<file path="src/rtl/usb_frame_timer.sv">
module usb_frame_timer #(
  parameter int CNT_W        = 14,
  parameter int FN_W         = 16,
  parameter int WORD_W       = 32,
  parameter int DEF_INTERVAL = 11999
) (
  input  logic              clk,
  input  logic              rst_n,
  input  logic              bit_stb,
  input  logic              run,
  input  logic              ivl_wr,
  input  logic [CNT_W-1:0]  ivl_wr_val,
  input  logic              ivl_wr_tgl,
  output logic [CNT_W-1:0]  ivl_val,
  output logic              ivl_tgl,
  output logic [WORD_W-1:0] rem_word,
  output logic [FN_W-1:0]   fnum,
  output logic              sof
);
  localparam int PAD_W = WORD_W - 1 - CNT_W;

  logic [CNT_W-1:0] rem_cnt;
  logic             rem_tgl;
  logic             run_q;

  wire entry  = run & ~run_q;
  wire step   = run & run_q & bit_stb;
  wire reload = step & (rem_cnt == '0);

  assign rem_word = {rem_tgl, {PAD_W{1'b0}}, rem_cnt};

  always_ff @(posedge clk or negedge rst_n) begin
    if (!rst_n) begin
      ivl_val <= CNT_W'(DEF_INTERVAL);
      ivl_tgl <= 1'b0;
    end else if (ivl_wr) begin
      ivl_val <= ivl_wr_val;
      ivl_tgl <= ivl_wr_tgl;
    end
  end

  always_ff @(posedge clk or negedge rst_n) begin
    if (!rst_n) begin
      rem_cnt <= '0;
      rem_tgl <= 1'b0;
      fnum    <= '0;
      sof     <= 1'b0;
      run_q   <= 1'b0;
    end else begin
      run_q <= run;
      sof   <= reload;
      if (entry || reload) begin
        rem_cnt <= ivl_val;
        rem_tgl <= ivl_tgl;
      end else if (step) begin
        rem_cnt <= rem_cnt - 1'b1;
      end
      if (reload) fnum <= fnum + 1'b1;
    end
  end
endmodule


</file>
<file path="config.mk">
export PLATFORM = sky130hd
export DESIGN_NAME = usb_frame_timer
export DESIGN_NICKNAME = d
export VERILOG_FILES = /design/src/rtl/usb_frame_timer.sv
export SDC_FILE = /design/constraint.sdc
export NUM_CORES = 1
export LEC_CHECK = 0
export BUFFER_PORTS_ARGS = -buffer_cell sky130_fd_sc_hd__buf_4
export CAP_MARGIN = 30
export CORE_MARGIN = 4
export CORE_UTILIZATION = 54
export DETAILED_ROUTE_END_ITERATION = 10
export MAX_ROUTING_LAYER = met4
export PLACE_DENSITY = 0.88
export SLEW_MARGIN = 10
export SYNTH_ARGS = -nofsm -noshare
export SYNTH_HDL_FRONTEND = slang
export SYNTH_SLANG_ARGS = --single-unit
</file>
<file path="constraint.sdc">
create_clock -name clk -period 4.9 [get_ports clk]
set_input_delay 1.225 -clock clk [delete_from_list [all_inputs] [get_ports clk]]
set_output_delay 1.225 -clock clk [all_outputs]
set_load 0.02 [all_outputs]
</file>
==> results of run 1 <==
-- report_power, final --
part	internal, mW	switching (mW)
combinational	0.102	0.137
clock	0.116	0.125
sequential	0.440	0.0493
total	0.658	0.311
-- state kept, by name, indices dropped and copies added (netlist names) --
name / flops
sof: 1
rem_cnt: 14
rem_tgl: 1
ivl_val: 14
run_q: 1
fnum: 16
ivl_tgl: 1
-- routing by layer --
| layer | share of wire | wire [um] | track usage | vias to the layer above |
|---|---|---|---|---|
| met5 | 0 | 0 | - | - |
| met4 | 0.0071 | 36 | 0.0435 | 0 |
| met3 | 0.084 | 425 | 0.0507 | 5 |
| met2 | 0.50 | 2530 | 0.327 | 82 |
| met1 | 0.41 | 2080 | 0.239 | 886 |
| li1 | - | - | - | 859 |
-- critical path: cells and delay by family (launching register included) --
| family | cells | cell delay, ns |
|---|---|---|
| muxes | 1 | 0.35 |
| AOI/OAI and AO/OA | 1 | 0.32 |
| adders and majority gates | 1 | 0.16 |
| buffers and inverters | 3 | 0.62 |
| DFF | 1 | 0.46 |
| and+or+nand+nor | 2 | 0.90 |
-- stage by stage --
stage	cells	setup WS [ns]
6_report	332	1.97
5_1_grt	332	1.79
4_1_cts	332	1.97
3_5_place_dp	324	1.88
3_3_place_gp	324	1.93
2_1_floorplan	230	2.41
-- final cells by class --
type,instances,area [um^2],area share
Inverter,3,11.3,0.00380
Clock inverter,1,8.76,0.00295
Sequential cell,48,1210,0.410
Tap cell,50,62.6,0.0211
Timing Repair Buffer,69,518,0.175
Clock buffer,7,86.3,0.0291
Multi-Input combinational cell,154,1060,0.359
-- worst paths after layout --
kind | from | slack (ns) | to | cells after the start
setup reg to reg | rem_cnt[0] | 1.97 | rem_tgl | 8
hold reg to reg | fnum[15] | 0.49 | fnum[15] | 1
max in group asynchronous | rst_n | 3.58 | rem_cnt[4] | 1
min in group asynchronous | rst_n | 0.92 | fnum[10] | 1
setup / recovery | rem_cnt[0] | 1.97 | rem_tgl | 8
hold / removal | fnum[15] | 0.49 | fnum[15] | 1
-- cell families after synthesis --
family,Yosys count
and+or+nand+nor,68
DFF,48
AOI/OAI and AO/OA,30
buffers and inverters,28
xor gates and xnor gates,19
muxes,17
adders and majority gates,3
other,1
-- synth_stat cells, drive strengths merged --
master   n
dfrtp   37
buf     22
mux2    17
nand2   17
xnor2   16
o21ai   12
dfstp   11
nor2    10
nand3    7
a21oi    6
nand4    6
nor3     6
and3     5
a221o    4
clkbuf   3
ha       3
inv      3
or3      3
or4      3
xor2     3
a32oi    2
nor3b    2
nor4     2
o31ai    2
o41ai    2
or2      2
a22oi    1
and2     1
and4     1
conb     1
nor2b    1
nor4b    1
o311ai   1
or4b     1
==> reports/metrics.csv, run 1 <==
stage,metric,value,unit
place,Port Buffer Count,66,
floorplan,Cell Rows,23,
synth,"Distinct cells, synth",42,
min_path,worst hold path class,reg -> reg,
synth,synth top area cells,"dfrtp_1 (39%), dfstp_2 (12%), mux2_2 (8.0%), xnor2_1 (5.8%), buf_4 (5.6%)",
final_layout,finished layout cell area,0.00297,mm^2
worst_setup_path,crit path launch type,flop,
worst_setup_path,cell repeated most along the worst path,buf_4,
floorplan,IO Pins,84,
final_layout,"commonest non-fill, non-tap cell in the layout",buf_4,
route,ANT nets after route,0,
synth,sequential fraction of the synthesis area,0.505,
job,max-cap viol count,0,
synth,Synth Area in Simple Gates,0.167,
sta,final hold violations,0,
place,gpl congestion,0.843,
cts,"CTS clk-pin slew, worst paths",0.09,ns
floorplan,CORE AREA,0.00414,mm^2
route,DR DRC count,0,
global_routing,largest net degree at the start of global routing,49,
place,DP Area,0.00287,mm^2
synth,post-synthesis mux area share,0.0796,
sta,Slew @ Worst Pin,0.723,ns
sta,hold_ws,0.487,ns
sta,Fmax achieved,341,MHz
synth,Post-Syn Instances,214,
floorplan,die footprint,0.00558,mm^2
synth,Compound-Gate Fraction of Synth Area,0.0849,
synth,Avg Inst Size Synth,11.2,um^2
synth,combinational family with the most area after synthesis,simple AND/OR/NAND/NOR gates,
sta,Rel. slew slack,0.514,
route,Initial DRT Pass Iterations,4,
global_routing,grt total ovfl,0,
sta,Slew Limit Fails,0,
power,Peak VDD IR,0.198,mV
floorplan,Die Width,74.7,um
final_layout,nets@finish,304,
cts,clk root buf,clkbuf_8,
sta,final clock skew,0.0130,ns
run_status,run status,"complete, no violations",
power,Tot Pwr,969,uW
synth,Yosys warnings,0,
final_layout,Fill cells,324,
cts,CTS Hold Bufs,0,
cts,Num CTS Buffers,5,
final_layout,share of cells above drive strength 1,0.394,
worst_setup_path,CP Capture Type,flop,
worst_setup_path,path type of the worst setup path,reg -> reg,
power,Pleak,1.40,nW
global_routing,first-pass GRT wire length,8090,um
final_layout,Layout area overhead,23.4,%
sta,Setup-failing EPs final,0,
synth,largest area contributor in the netlist,dfrtp_1,
cts,setup bufs post-CTS,0,
global_routing,total track usage,0.195,
cts,H-tree levels,2,
cts,post-cts resize count,0,
cts,CTS max path bufs,2,
synth,XOR/XNOR Fraction of Synth Area,0.0692,
worst_setup_path,max incr delay on CP,0.51,ns
worst_setup_path,CP Max Fanout,13,
floorplan,Initial Util,0.580,
synth,Yosys top cell area share,0.385,
sta,fin crit period,2.93,ns
route,vias per std cell,5.52,
route,WL per Instance,15.3,um
floorplan,Die Y,74.7,um
sta,RSZ-0062 raised after global routing,false,
sta,fin crit share,0.598,
cts,clk sink count,48,
cts,TritonCTS clock tree,done,
route,vias,1832,
global_routing,vias in the first global route,1753,
worst_setup_path,worst endpoint required time,5.09,ns
place,post-DP HPWL,3780,um
global_routing,initial antenna violation count,0,
route,number of DRC markers in iteration 0,32,
cts,worst skew pair latency,0.30,ns
synth,Yosys reg bits,48,
route,overall routed net length,5070,um
final_layout,Layout Utilization,0.716,
final_layout,most frequent cells in the layout,"buf_4 (69), dfrtp_1 (37), nand2_1 (17), mux2_2 (17), conb_1 (17)",
synth,synthesized area,0.00240,mm^2
worst_setup_path,CP Cell Sequence,inv_1 > ha_1 > or4b_4 > o41ai_2 > buf_4 > nor2b_1 > buf_4 > mux2_2,
power,P per Cell Area,327,mW/mm^2
worst_setup_path,"Arr. time, crit path",3.12,ns
sta,Fin Setup TNS,0,ns
final_layout,antenna diode count,0,
worst_setup_path,Crit-path slowest cell,or4b_4,
synth,Adder-Cell Fraction of Synth Area,0.0156,
Note: power is estimated with default switching activity, not from simulation.
==> run 2: changes to the inputs <==
ABC_AREA = 1   (was default)
CORE_UTILIZATION = 47   (was 54)
PLACE_DENSITY = 0.8   (was 0.88)
clock period = 2.6 ns   (was 4.9 ns; I/O delays follow)
==> run 2 against run 1 <==
  * Synthesized cell count is 67% higher
  * Power increased by 120%
  * Sequential share of layout area decreased by 5.6 points
  * Utilization decreased by 13 points
  * Largest cell class is now multi-input combinational cells
  * Largest power group unchanged
  * Highest routed layer unchanged
==> reports/metrics.csv, run 2 <==
stage,metric,value,unit
route,DR DRC count,0,
route,number of DRC markers in iteration 0,145,
synth,most frequent cell after synthesis,nand2_1,
final_layout,Layout Utilization,0.584,
final_layout,max reg flops,16,
route,ANT nets after route,0,
global_routing,largest net degree at the start of global routing,49,
global_routing,initial antenna violation count,0,
floorplan,Die Width,85.8,um
floorplan,die footprint,0.00737,mm^2
worst_setup_path,"Arr. time, crit path",1.89,ns
synth,commonest cells in the netlist,"nand2_1 (132), dfrtp_1 (37), nor2_1 (31)",
cts,clk sink count,48,
global_routing,total track usage,0.196,
synth,"Distinct cells, synth",28,
route,WL per Instance,13.6,um
power,Peak VDD IR,0.439,mV
final_layout,top flop regs,"fnum: 16 flops, ivl_val: 14 flops, rem_cnt: 14 flops",
synth,largest area contributor in the netlist,dfrtp_1,
final_layout,finished layout cell area,0.00344,mm^2
cts,post-cts resize count,0,
worst_setup_path,CP Capture Type,flop,
synth,Avg Inst Size Synth,7.98,um^2
route,overall routed net length,6770,um
synth,Yosys reg bits,48,
sta,Fmax achieved,593,MHz
cts,H-tree levels,2,
worst_setup_path,crit path launch type,flop,
worst_setup_path,CP Max Fanout,16,
cts,CTS Hold Bufs,0,
route,Initial DRT Pass Iterations,5,
final_layout,"commonest non-fill, non-tap cell in the layout",nand2_1,
sta,fin crit share,0.649,
synth,async set or reset register ratio after synthesis,1.00,
sta,Slew @ Worst Pin,0.608,ns
power,P per Cell Area,615,mW/mm^2
route,vias,2483,
cts,clk root buf,clkbuf_8,
cts,Num CTS Buffers,5,
synth,"EDFF count, synth",0,
synth,Yosys top cell area share,0.325,
synth,Post-Syn Instances,357,
synth,synthesized area,0.00285,mm^2
sta,RSZ-0062 raised after global routing,false,
synth,synth top area cells,"dfrtp_1 (33%), nand2_1 (17%), dfstp_2 (10%), mux2_2 (5.9%), buf_4 (5.3%)",
run_status,run status,"complete, no violations",
sta,Fin Setup TNS,0,ns
sta,Setup-failing EPs final,0,
sta,final hold violations,0,
final_layout,Reg with most FFs,fnum,
final_layout,Reg area,0.00121,mm^2
route,vias per std cell,4.99,
floorplan,CORE AREA,0.00589,mm^2
final_layout,Layout area overhead,20.7,%
floorplan,Cell Rows,28,
cts,CTS max path bufs,2,
power,Pleak,1.73,nW
final_layout,share of cells above drive strength 1,0.300,
cts,worst skew pair latency,0.31,ns
floorplan,IO Pins,84,
sta,Rel. slew slack,0.595,
final_layout,most frequent cells in the layout,"nand2_1 (132), buf_4 (67), dfrtp_1 (37)",
synth,sequential fraction of the synthesis area,0.427,
final_layout,Fill cells,532,
final_layout,antenna diode count,0,
global_routing,grt total ovfl,0,
final_layout,nets@finish,445,
place,Post-Place Cells,490,
cts,setup bufs post-CTS,0,
sta,fin crit period,1.69,ns
synth,"Top FF cell, synth",dfrtp_1,
sta,final clock skew,0.0150,ns
floorplan,Die Y,85.8,um
global_routing,vias in the first global route,2427,
global_routing,first-pass GRT wire length,11400,um
place,Port Buffer Count,66,
worst_setup_path,worst endpoint required time,2.80,ns
worst_setup_path,path type of the worst setup path,reg -> reg,
final_layout,final non-filler cell total,498,
job,max-cap viol count,0,
min_path,worst hold path class,in -> async,
place,DP Area,0.00332,mm^2
place,gpl congestion,0.886,
place,post-DP HPWL,5060,um
cts,"CTS clk-pin slew, worst paths",0.10,ns
cts,TritonCTS clock tree,done,
synth,Yosys warnings,0,
floorplan,Initial Util,0.484,
final_layout,area of the multi-input gates,0.00141,mm^2
sta,Slew Limit Fails,0,
==> run 2: changes by cell type after synthesis, moves of 7 or more <==
cell     change
nand2_2     +11
nor2_1      +21
nand2_1    +115
nand3_1     +19
inv_1       +20
xnor2_1      -7
==> run 2: final timing paths <==
kind	start	endpoint	slack [ns]	cells past startpoint
max in group asynchronous	rst_n	fnum[10]	1.83	1
min in group clk	run	run_q	0.47	1
setup / recovery	rem_cnt[0]	rem_tgl	0.91	9
hold reg to reg	rem_tgl	rem_tgl	0.51	2
hold / removal	rst_n	fnum[0]	0.33	1
setup reg to reg	rem_cnt[0]	rem_tgl	0.91	9
==> run 2: metrics by stage <==
step	power, mW	hold slack, ns	worst slack, ns
2_1_floorplan	1.34	0.354	1.04
3_3_place_gp	1.53	0.462	0.864
3_5_place_dp	1.55	0.492	0.784
4_1_cts	2.14	0.360	0.901
5_1_grt	2.23	0.388	0.733
6_report	2.12	0.333	0.913
==> run 2: critical path, cell delays in order, from the launching register on <==
cell and delay (ns):
dfrtp_1 0.40, inv_1 0.14, ha_1 0.21, nand2_1 0.10
nor2_4 0.17, nand3_4 0.12, nand2_4 0.23, inv_1 0.10
nand2_1 0.07, nand2_1 0.04
==> run 2: kinds of logic (layout without fill, tap and decap cells) <==
family	after synthesis	in the layout	share of synthesized area
AO/OA/AOI/OAI	11	11	0.0206
XOR/XNOR	13	13	0.0400
adder cells (fa/ha/maj)	3	3	0.0132
buffers and inverters	50	100	0.0989
flip-flops	48	48	0.427
multiplexers	15	15	0.0593
other	1	17	0.00132
AND/OR/NAND/NOR	216	216	0.340
==> run 2: cell type report <==
cell class	count	area share
multi-input combinational	275	0.410
sequential	48	0.353
clock inverter	2	0.0113
tap	75	0.0273
timing repair buffer	67	0.146
inverter	25	0.0273
clock buffer	6	0.0240
==> run 2: power breakdown <==
part	total, mW	leakage [nW]	internal [mW]	switching (mW)
sequential	0.939	0.589	0.832	0.107
clock	0.573	0.0614	0.315	0.258
combinational	0.604	1.08	0.234	0.371
total	2.12	1.73	1.38	0.736
==> run 2: routing by layer <==
metal  routed length (um)  global-route usage  vias to the layer above
met1                 2950               0.259                     1190
met4                  140              0.0748                        0
li1                     -                   -                     1204
met3                  363              0.0250                       12
met5                    0                   -                        -
met2                 3320               0.310                       77
==> run 3: changes to the inputs <==
CORE_UTILIZATION = 52   (was 47)
PLACE_DENSITY = 0.83   (was 0.8)
clock period = 1.7 ns   (was 2.6 ns; I/O delays follow)
==> run 3 against run 2 <==
  * Sequential share of layout area down 0.66 points
  * Die area shrank 8.7%
  * Final cell count increased by 0.80%
  * Clock skew shrank 0.0059 ns
  * Largest power group unchanged
==> reports/metrics.csv, run 3 (synthesized netlist as in run 2, its figures left out) <==
stage,metric,value,unit
cts,clk root buf,clkbuf_8,
cts,CTS Hold Bufs,0,
final_layout,max reg flops,16,
cts,CTS max path bufs,2,
final_layout,share of cells above drive strength 1,0.322,
floorplan,Cell Rows,26,
route,routed wl met3,483,um
global_routing,vias in the first global route,2325,
cts,H-tree levels,2,
sta,Slew Limit Fails,0,
route,WL per Instance,13.1,um
route,DR DRC count,0,
final_layout,Fill cells,440,
worst_setup_path,Crit-path slowest cell,dfrtp_1,
job,max-cap viol count,0,
run_status,run status,"complete, no violations",
power,Sw Ratio,0.351,
power,P per Cell Area,923,mW/mm^2
final_layout,"commonest non-fill, non-tap cell in the layout",nand2_1,
global_routing,initial antenna violation count,0,
final_layout,Layout Utilization,0.673,
cts,TritonCTS clock tree,done,
floorplan,IO Pins,84,
place,post-DP HPWL,5030,um
power,sequential power share,0.436,
global_routing,first-pass GRT wire length,10800,um
final_layout,top flop regs,"fnum: 16 flops, ivl_val: 14 flops, rem_cnt: 14 flops",
worst_setup_path,cell repeated most along the worst path,nand2_1,
floorplan,Die Width,82,um
floorplan,Initial Util,0.547,
sta,fin crit period,1.61,ns
route,vias,2483,
sta,final clock skew,0.00907,ns
worst_setup_path,path type of the worst setup path,reg -> reg,
place,gpl congestion,0.917,
sta,Fin Setup TNS,0,ns
place,post-place setup slack,0.0661,ns
worst_setup_path,"Arr. time, crit path",1.81,ns
power,Internal,2.10,mW
sta,Setup-failing EPs final,0,
cts,"CTS clk-pin slew, worst paths",0.09,ns
cts,clk sink count,48,
final_layout,nets@finish,454,
sta,hold_ws,0.121,ns
sta,Slew @ Worst Pin,0.590,ns
place,Port Buffer Count,66,
floorplan,CORE AREA,0.00520,mm^2
final_layout,Layout area overhead,23.0,%
floorplan,Die Y,82,um
route,ANT nets after route,0,
worst_setup_path,CP Max Fanout,4,
sta,PnR worst setup slack,0.0934,ns
global_routing,total track usage,0.214,
final_layout,most frequent cells in the layout,"nand2_1 (132), buf_4 (76), dfrtp_1 (37)",
worst_setup_path,CP Cell Sequence,buf_4 > nor2_1 > nand2_1 > nor2_1 > nand3_1 > nand2_1 > nand2_1 > nand2_1 > nand2_1,
min_path,worst hold path class,in -> async,
power,clock network power share,0.257,
sta,fin crit share,0.945,
sta,Rel. slew slack,0.606,
route,number of DRC markers in iteration 0,207,
worst_setup_path,reg-to-reg setup timing slack,0.09,ns
worst_setup_path,CP Capture Type,flop,
route,Initial DRT Pass Iterations,5,
route,met2 WL,3210,um
cts,worst skew pair latency,0.30,ns
power,Pleak,1.76,nW
power,Peak VDD IR,0.781,mV
route,Top Layer Used,met4,
route,overall routed net length,6590,um
sta,final hold violations,0,
global_routing,grt total ovfl,0,
power,Psw,1.13,mW
route,met1 wire length,2840,um
sta,Fmax achieved,622,MHz
final_layout,Reg with most FFs,fnum,
worst_setup_path,worst endpoint required time,1.90,ns
cts,Num CTS Buffers,5,
floorplan,die footprint,0.00672,mm^2
worst_setup_path,max incr delay on CP,0.42,ns
final_layout,antenna diode count,0,
power,Tot Pwr,3.23,mW
global_routing,largest net degree at the start of global routing,49,
power,combinational power share,0.308,
worst_setup_path,crit path launch type,flop,
route,vias per std cell,4.95,
[run 3: power groups by stage]
| stage | clock [mW] | sequential (mW) | combinational, mW |
|---|---|---|---|
| finish | 0.830 | 1.41 | 0.995 |
| global route | 0.889 | 1.43 | 1.09 |
| CTS | 0.846 | 1.41 | 0.992 |
| detailed placement | 0 | 1.43 | 0.981 |
| global placement | 0 | 1.42 | 0.969 |
| floorplan | 0 | 1.55 | 0.504 |
[run 3: stage by stage]
step	area, um^2	cells
floorplan	2910	373
global placement	3380	494
detailed placement	3380	494
CTS	3490	502
global route	3500	502
finish	3500	502
[run 3: per-layer routing]
| metal | up-vias | track usage |
|---|---|---|
| met5 | - | - |
| met4 | 0 | 0.0615 |
| met3 | 5 | 0.0515 |
| met2 | 85 | 0.331 |
| met1 | 1168 | 0.280 |
| li1 | 1225 | - |
[run 3: what timing repair did]
action                     CTS  global route
setup endpoints to repair    0            18
gates resized for setup      0             4
setup buffers                0             0
[run 3: path summary, 6_finish.rpt]
path,from,end,cells past startpoint
max,rem_cnt[4],rem_cnt[11],9
min,rst_n,rem_cnt[4],1
max reg2reg,rem_cnt[4],rem_cnt[11],9
min reg2reg,rem_tgl,rem_tgl,2
max in group asynchronous,rst_n,fnum[3],1
min in group clk,run,run_q,1
[run 3: layout make-up]
type / count / area, um^2 / share of cell area
inverter: 25 / 93.8 / 0.0268
timing repair buffer: 76 / 571 / 0.163
clock buffer: 5 / 68.8 / 0.0196
multi-input combinational: 275 / 1430 / 0.407
tap: 70 / 87.6 / 0.0250
sequential: 48 / 1210 / 0.347
clock inverter: 3 / 42.5 / 0.0121
[run 3: worst max-delay path, delay by kind of cell, from the launching register on]
family	cells	cell delay, ns
buf+inv	1	0.16
flops	1	0.42
simple gates	8	0.92
